<file path="src/rtl/svc_wdog_pkg.sv">
package svc_wdog_pkg;

    typedef enum logic [1:0] {
        TSEL_OFF   = 2'b00,
        TSEL_SHORT = 2'b01,
        TSEL_MID   = 2'b10,
        TSEL_LONG  = 2'b11
    } tsel_e;

    // Packed so that tsel sits at bits 3:2, src at bit 1 and win at bit 0.
    typedef struct packed {
        tsel_e tsel;
        logic  src;
        logic  win;
    } cfg_t;

    localparam cfg_t CFG_RESET  = '{tsel: TSEL_LONG, src: 1'b0, win: 1'b0};
    localparam logic [7:0] SVC_FIRST  = 8'h55;
    localparam logic [7:0] SVC_SECOND = 8'hAA;

    typedef enum logic [1:0] {
        SVC_OTHER,
        SVC_ARM,
        SVC_FIRE
    } svc_kind_e;

    function automatic int unsigned tsel_shift(input tsel_e ts,
                                               input int unsigned s_short,
                                               input int unsigned s_mid,
                                               input int unsigned s_long);
        case (ts)
            TSEL_SHORT: return s_short;
            TSEL_MID:   return s_mid;
            default:    return s_long;
        endcase
    endfunction

endpackage

</file>
<file path="src/rtl/wdog_cfg_lock.sv">
module wdog_cfg_lock
    import svc_wdog_pkg::*;
(
    input  logic clk,
    input  logic rst,
    input  logic cfg_wr_i,
    input  cfg_t cfg_data_i,
    output cfg_t cfg_o
);
    cfg_t cfg_q;
    logic locked_q;

    always_ff @(posedge clk) begin
        if (rst) begin
            cfg_q    <= CFG_RESET;
            locked_q <= 1'b0;
        end else if (cfg_wr_i && !locked_q) begin
            cfg_q    <= cfg_data_i;
            locked_q <= 1'b1;
        end
    end

    assign cfg_o = cfg_q;

    AST_CFG_FROZEN: assert property (@(posedge clk) disable iff (rst)
        locked_q |=> $stable(cfg_q));

endmodule

</file>
<file path="src/rtl/wdog_svc_seq.sv">
module wdog_svc_seq
    import svc_wdog_pkg::*;
#(
    parameter int DATA_W = 8
) (
    input  logic              clk,
    input  logic              rst,
    input  logic              svc_wr_i,
    input  logic [DATA_W-1:0] data_i,
    output logic              svc_done_o
);
    svc_kind_e kind;
    logic      armed_q;

    always_comb begin
        if (data_i == DATA_W'(SVC_FIRST))
            kind = SVC_ARM;
        else if (data_i == DATA_W'(SVC_SECOND))
            kind = SVC_FIRE;
        else
            kind = SVC_OTHER;
    end

    assign svc_done_o = svc_wr_i && (kind == SVC_FIRE) && armed_q;

    always_ff @(posedge clk) begin
        if (rst) begin
            armed_q <= 1'b0;
        end else if (svc_wr_i) begin
            case (kind)
                SVC_ARM:  armed_q <= 1'b1;
                SVC_FIRE: armed_q <= 1'b0;
                default:  armed_q <= 1'b0;
            endcase
        end
    end

    AST_DONE_DISARMS: assert property (@(posedge clk) disable iff (rst)
        svc_done_o |=> !armed_q);

endmodule

</file>
<file path="src/rtl/wdog_tick_counter.sv">
module wdog_tick_counter
    import svc_wdog_pkg::*;
#(
    parameter int unsigned SHIFT_SHORT = 5,
    parameter int unsigned SHIFT_MID   = 8,
    parameter int unsigned SHIFT_LONG  = 10
) (
    input  logic clk,
    input  logic rst,
    input  logic tick_i,
    input  cfg_t cfg_i,
    input  logic svc_done_i,
    output logic rst_req_o,
    output logic timeout_flag_o
);
    localparam int CNT_W = SHIFT_LONG + 1;

    logic [CNT_W-1:0] cnt_q;
    logic [CNT_W-1:0] limit;
    logic [CNT_W-1:0] win_lo;
    logic             step;
    logic             enabled;
    logic             req_q;
    logic             flag_q;

    always_comb begin
        limit   = CNT_W'(1) << tsel_shift(cfg_i.tsel, SHIFT_SHORT, SHIFT_MID, SHIFT_LONG);
        win_lo  = limit - (limit >> 2);
        step    = cfg_i.src ? 1'b1 : tick_i;
        enabled = (cfg_i.tsel != TSEL_OFF);
    end

    always_ff @(posedge clk) begin
        if (rst) begin
            cnt_q  <= '0;
            req_q  <= 1'b0;
            flag_q <= 1'b0;
        end else begin
            req_q <= 1'b0;
            if (!enabled) begin
                cnt_q <= '0;
            end else if (svc_done_i) begin
                cnt_q <= '0;
                if (cfg_i.win && (cnt_q < win_lo)) begin
                    req_q  <= 1'b1;
                    flag_q <= 1'b1;
                end
            end else if (step) begin
                if (cnt_q >= limit - CNT_W'(1)) begin
                    cnt_q  <= '0;
                    req_q  <= 1'b1;
                    flag_q <= 1'b1;
                end else begin
                    cnt_q <= cnt_q + CNT_W'(1);
                end
            end
        end
    end

    assign rst_req_o      = req_q;
    assign timeout_flag_o = flag_q;

    AST_FLAG_STICKY: assert property (@(posedge clk) disable iff (rst)
        flag_q |=> flag_q);
    AST_REQ_FLAGGED: assert property (@(posedge clk) disable iff (rst)
        req_q |-> flag_q);
    AST_OFF_SILENT: assert property (@(posedge clk) disable iff (rst)
        (cfg_i.tsel == TSEL_OFF) |=> !req_q);
    AST_SVC_CLEARS: assert property (@(posedge clk) disable iff (rst)
        (svc_done_i && enabled) |=> (cnt_q == '0));

endmodule

</file>
<file path="src/rtl/svc_watchdog.sv">
module svc_watchdog
    import svc_wdog_pkg::*;
#(
    parameter int unsigned ADDR_W      = 4,
    parameter int unsigned DATA_W      = 8,
    parameter int unsigned CFG_ADDR    = 0,
    parameter int unsigned SVC_ADDR    = 1,
    parameter int unsigned SHIFT_SHORT = 5,
    parameter int unsigned SHIFT_MID   = 8,
    parameter int unsigned SHIFT_LONG  = 10
) (
    input  logic              clk,
    input  logic              rst,
    input  logic              tick_i,
    input  logic              wr_en_i,
    input  logic [ADDR_W-1:0] wr_addr_i,
    input  logic [DATA_W-1:0] wr_data_i,
    output logic              rst_req_o,
    output logic              timeout_flag_o
);
    logic cfg_wr;
    logic svc_wr;
    logic svc_done;
    cfg_t cfg;

    assign cfg_wr = wr_en_i && (wr_addr_i == ADDR_W'(CFG_ADDR));
    assign svc_wr = wr_en_i && (wr_addr_i == ADDR_W'(SVC_ADDR));

    wdog_cfg_lock u_cfg (
        .clk        (clk),
        .rst        (rst),
        .cfg_wr_i   (cfg_wr),
        .cfg_data_i (cfg_t'(wr_data_i[3:0])),
        .cfg_o      (cfg)
    );

    wdog_svc_seq #(.DATA_W(DATA_W)) u_seq (
        .clk        (clk),
        .rst        (rst),
        .svc_wr_i   (svc_wr),
        .data_i     (wr_data_i),
        .svc_done_o (svc_done)
    );

    wdog_tick_counter #(
        .SHIFT_SHORT (SHIFT_SHORT),
        .SHIFT_MID   (SHIFT_MID),
        .SHIFT_LONG  (SHIFT_LONG)
    ) u_cnt (
        .clk            (clk),
        .rst            (rst),
        .tick_i         (tick_i),
        .cfg_i          (cfg),
        .svc_done_i     (svc_done),
        .rst_req_o      (rst_req_o),
        .timeout_flag_o (timeout_flag_o)
    );

endmodule

</file>
<file path="config.mk">
export PLATFORM = sky130hd
export DESIGN_NAME = svc_watchdog
export DESIGN_NICKNAME = d
export VERILOG_FILES = /design/src/rtl/svc_wdog_pkg.sv /design/src/rtl/wdog_cfg_lock.sv /design/src/rtl/wdog_svc_seq.sv /design/src/rtl/wdog_tick_counter.sv /design/src/rtl/svc_watchdog.sv
export SDC_FILE = /design/constraint.sdc
export NUM_CORES = 1
export LEC_CHECK = 0
export BUFFER_PORTS_ARGS = -buffer_cell sky130_fd_sc_hd__clkbuf_2
export CORE_MARGIN = 2
export CORE_UTILIZATION = 50
export CTS_CLUSTER_SIZE = 24
export DETAILED_ROUTE_END_ITERATION = 8
export PLACE_DENSITY = 0.72
export SETUP_SLACK_MARGIN = 0.05
export SYNTH_ARGS = -nofsm -noshare
export SYNTH_HDL_FRONTEND = slang
export SYNTH_HIERARCHICAL = 1
export SYNTH_SLANG_ARGS = --single-unit
</file>
<file path="constraint.sdc">
create_clock -name clk -period 2.8 [get_ports clk]
set_clock_uncertainty 0.2 [all_clocks]
set_input_delay 0.42 -clock clk [delete_from_list [all_inputs] [get_ports clk]]
set_output_delay 0.42 -clock clk [all_outputs]
set_load 0.03 [all_outputs]
</file>
==> impl_results.md <==
- Share of cells above drive strength 1: roughly 28%
- Post-DR vias/cell: 6.05
- Wire length of the first global-routing pass: 5530 um
- Final non-filler cell area: 0.00173 mm^2
- Setup Crit Path Kind: reg -> reg
- Internal portion of total power: 360 uW
- Post-DP HPWL: 2480 um
- Power share of the combinational group: 13.5%
- Clock Path Buffers: 2
- Detailed-routing iteration count for the pre-antenna-repair pass: 4
- Measured slew at the worst slew-check pin: 0.793 ns
- Count of standard-cell rows: 19
- Most used cell, CP: sky130_fd_sc_hd__ha_4
- Crit path required time: 2.79 ns
- Proportion of synthesized flip-flops having asynchronous set or reset: 0%
- Total of warnings raised by yosys: 6
- Via total after detailed routing: 1319
- Post-route DRC: 0
- Min-Delay Path Class: in -> reg
- Switching Fraction: 25.7%
- Post-synthesis register bit count: 19
- Number of cells on the worst reg-to-reg path: 13
- Filler Cell Count: 255
- Drt first-iter violations: 59
- Static leakage power: just over 0.0007 uW
- Gate count of the mapped netlist: 160
- Critical path arrival: 2.67 ns
- Adder and majority cell fraction of the synthesized area: 17.8%
- Area of the mapped netlist: roughly 0.0014 mm^2
- Fin crit share: between 90 and 100%
- Maximum operating frequency: 373 MHz
- Critical Path Source Type: flop
- Number of nets in the final layout: around 220
- Sink Count: 19
- Multiplexer share of the synthesized area: 1.43%
- Post-route minimum period: roughly 2.7 ns
- Die Height: 57.0 um
- Antenna violations before repair: 0
- Pin count of the biggest net entering global routing: 15
- Complex-gate fraction of the synthesized area: 13.1%
- Relative max-transition margin: 46.9%
- Clock tree root driver cell: sky130_fd_sc_hd__clkbuf_4
- Destination of the worst register-to-register timing path: u_cnt/cnt_q[3]
- Top post-synthesis cells by count: sky130_fd_sc_hd__ha_1, sky130_fd_sc_hd__dfxtp_1, sky130_fd_sc_hd__nand2_1
- Post-layout util: 63.8%
- Clock group share of total power: 29.1%
- CTS tree: done
- Count of final max-slew check failures: 0
- Critical path capture point type: flop
- Post-synthesis sequential area ratio: 27.1%
- Hold Crit Depth: 3
- Starting density of the core: 51.8%
- Status: completed
- Area growth from synthesis to layout: 23.1%
- Endpoint of the worst hold path: u_cfg/cfg_o[1]
- Number of CTS-inserted buffers: 3
- Combined buffer and inverter count along the critical path: 2
- Placeable core region: 0.00271 mm^2
- Overflow after GRT: 0
- Psw: 124 uW
- Number of endpoints with negative hold slack in the final report: 0
- Primary flip-flop cell chosen by synthesis mapping: sky130_fd_sc_hd__dfxtp_1
- Total routing resource utilization after global routing: 21.1%
- Number of inserted diodes: 0
- Clk Latency, worst-skew pair: around 0.30 ns
- Unrepaired setup endpoints after global routing: true
- Portion of total power attributed to sequential cells: 57.3%
- Basic-gate share of the synthesized area counting and, or, nand and nor cells: 32.1%
- Worst stage delay on the critical path: ~0.38 ns
- Total power density per cell area: 280 mW/mm^2
- Max-capacitance violation count: 0
- Distinct cells, synth: 46
- Peak ir drop on the vdd network: 315 uV
- DRT antenna net count: 0
- Origin of the critical flop-to-flop path: u_cfg/cfg_o[2]
- Horizontal die dimension: 57.0 um
- Synthesized net count: 196
- Per-instance average area after synthesis: 8.77 um^2
- Synth Area in XOR/XNOR: about 5.6%
- Origin of the worst min-delay path: wr_data_i[1]
- Minimum setup slack among reg-to-reg paths: between 0.1 and 0.15 ns
- Family with the most delay on the worst path: compound AO/OA/AOI/OAI gates
- Clock transition at the register clock pins on the worst setup and hold paths after CTS: roughly 0.10 ns
- # IOs: 18
- Area share of the largest cell type after synthesis: a little over a quarter
- DP Area: 0.00154 mm^2
- Number of I/O port buffers: 17
- CP cell instances: inv_4 -> ha_4 -> nand2_4 -> ha_4 -> a21oi_2 -> a22oi_2 -> ha_1 -> nand3_1 -> a21o_1 -> a221o_1 -> o21bai_2 -> buf_6 -> nor3_1
- Highest fanout seen on the critical path: 6
- Cell with the most instances after synthesis: sky130_fd_sc_hd__ha_1
- Wire length per cell: 15.7 um
- Combinational family with the most area after synthesis: simple AND/OR/NAND/NOR gates
- Setup violations, final: 0
- Number of enable-type register cells in the synthesized netlist: 0
- Die outline area: 0.00325 mm^2
- Largest area contributor in the synthesized netlist: sky130_fd_sc_hd__dfxtp_1
- Cells taking the most area after synthesis: sky130_fd_sc_hd__dfxtp_1, sky130_fd_sc_hd__ha_1, sky130_fd_sc_hd__nand2_1, sky130_fd_sc_hd__nor3_1, sky130_fd_sc_hd__a21oi_1
- Deepest level of the CTS H-tree: 1
- Crit-path slowest cell: sky130_fd_sc_hd__dfxtp_4
- Vias in the first global route: 1230
- Final GP Congestion: between 0.8 and 0.9
- Routed wire length: ~3400 um
## power by group through the flow
stage	sequential, uW	combinational (uW)	clock (uW)
detailed placement	285	56.4	0
global placement	284	53.6	0
CTS	279	57.1	139
finish	278	65.5	141
global route	278	71.8	155
floorplan	283	33.3	0
## tightest hold or removal path: cells and delay by family
| kind | cells | cell delay [ns] |
|---|---|---|
| buffers and inverters | 1 | 0.10 |
| and+or+nand+nor | 1 | 0.09 |
| AOI/OAI and AO/OA | 1 | 0.06 |
## cell families after synthesis
kind of cell | Yosys count
AND/OR/NAND/NOR | 72
AO/OA/AOI/OAI | 28
adder cells (fa/ha/maj) | 20
flip-flops | 19
XOR/XNOR | 9
buffers and inverters | 9
multiplexers | 2
other | 1
## sequential cells by signal, indices dropped and copies added, names as in the netlist
name                  count
u_cnt/timeout_flag_o      1
u_cfg/locked_q            1
u_cfg/cfg_o               4
u_seq/armed_q             1
u_cnt/rst_req_o           1
u_cnt/cnt_q              11
## through the flow
| step | std cells | hold slack (ns) | setup slack [ns] | total power, uW | TNS, ns |
|---|---|---|---|---|---|
| final | 218 | 0.198 | 0.121 | 484 | 0 |
| after detailed placement | 208 | 0.264 | -0.0546 | 341 | -0.252 |
| after global placement | 208 | 0.272 | 0.0664 | 338 | 0 |
| after global routing | 218 | 0.224 | -0.00838 | 506 | -0.0149 |
| after CTS | 212 | 0.203 | 0.0641 | 475 | 0 |
| after floorplan | 160 | 0.242 | 0.102 | 317 | 0 |
## placed cells by master, fill, tap and decap left out, types with 6 or more instances in the layout
master and n:
sky130_fd_sc_hd__a21oi_1 7, sky130_fd_sc_hd__buf_4 6, sky130_fd_sc_hd__clkbuf_2 17, sky130_fd_sc_hd__dfxtp_1 17
sky130_fd_sc_hd__ha_1 15, sky130_fd_sc_hd__nand2_1 15, sky130_fd_sc_hd__nor2_1 12, sky130_fd_sc_hd__nor3_1 10
## timing repair
action	CTS	global route
setup buffers	0	5
setup endpoints to repair	10	13
pin swaps	3	12
cloned	0	1
resized for setup	5	26
hold buffers	0	0
## layout make-up
| type | count | area, um^2 | area share, % |
|---|---|---|---|
| Tap cell | 31 | 38.8 | 2.24 |
| Clock buffer | 4 | 26.3 | 1.52 |
| Multi-Input combinational cell | 132 | 1080 | 62.7 |
| Sequential cell | 19 | 388 | 22.4 |
| Inverter | 6 | 27.5 | 1.59 |
| Timing Repair Buffer | 26 | 164 | 9.49 |
## layer usage
layer  vias to the layer above  GRT usage, %  share of wire [%]
li1                        643             -                  -
met4                         0          3.99               0.79
met1                       648          30.6                 46
met2                        24          34.6                 50
met5                         -             0                  0
met3                         4          2.04                3.5
## how the worst max path moves through the flow
| stage | cells after the start | from | end | slack (ns) |
|---|---|---|---|---|
| after global placement | 10 | u_cfg/cfg_o[2] | u_cnt/cnt_q[4] | 0.07 |
| after CTS | 11 | u_cfg/cfg_o[3] | u_cnt/cnt_q[3] | 0.06 |
| final | 13 | u_cfg/cfg_o[2] | u_cnt/cnt_q[3] | 0.12 |
| after floorplan | 11 | u_cfg/cfg_o[3] | u_cnt/timeout_flag_o | 0.10 |
| after detailed placement | 11 | u_cfg/cfg_o[2] | u_cnt/cnt_q[3] | -0.05 |
| after global routing | 14 | u_cfg/cfg_o[2] | u_cnt/cnt_q[3] | -0.008 |
Note: power is estimated with default switching activity, not from simulation.
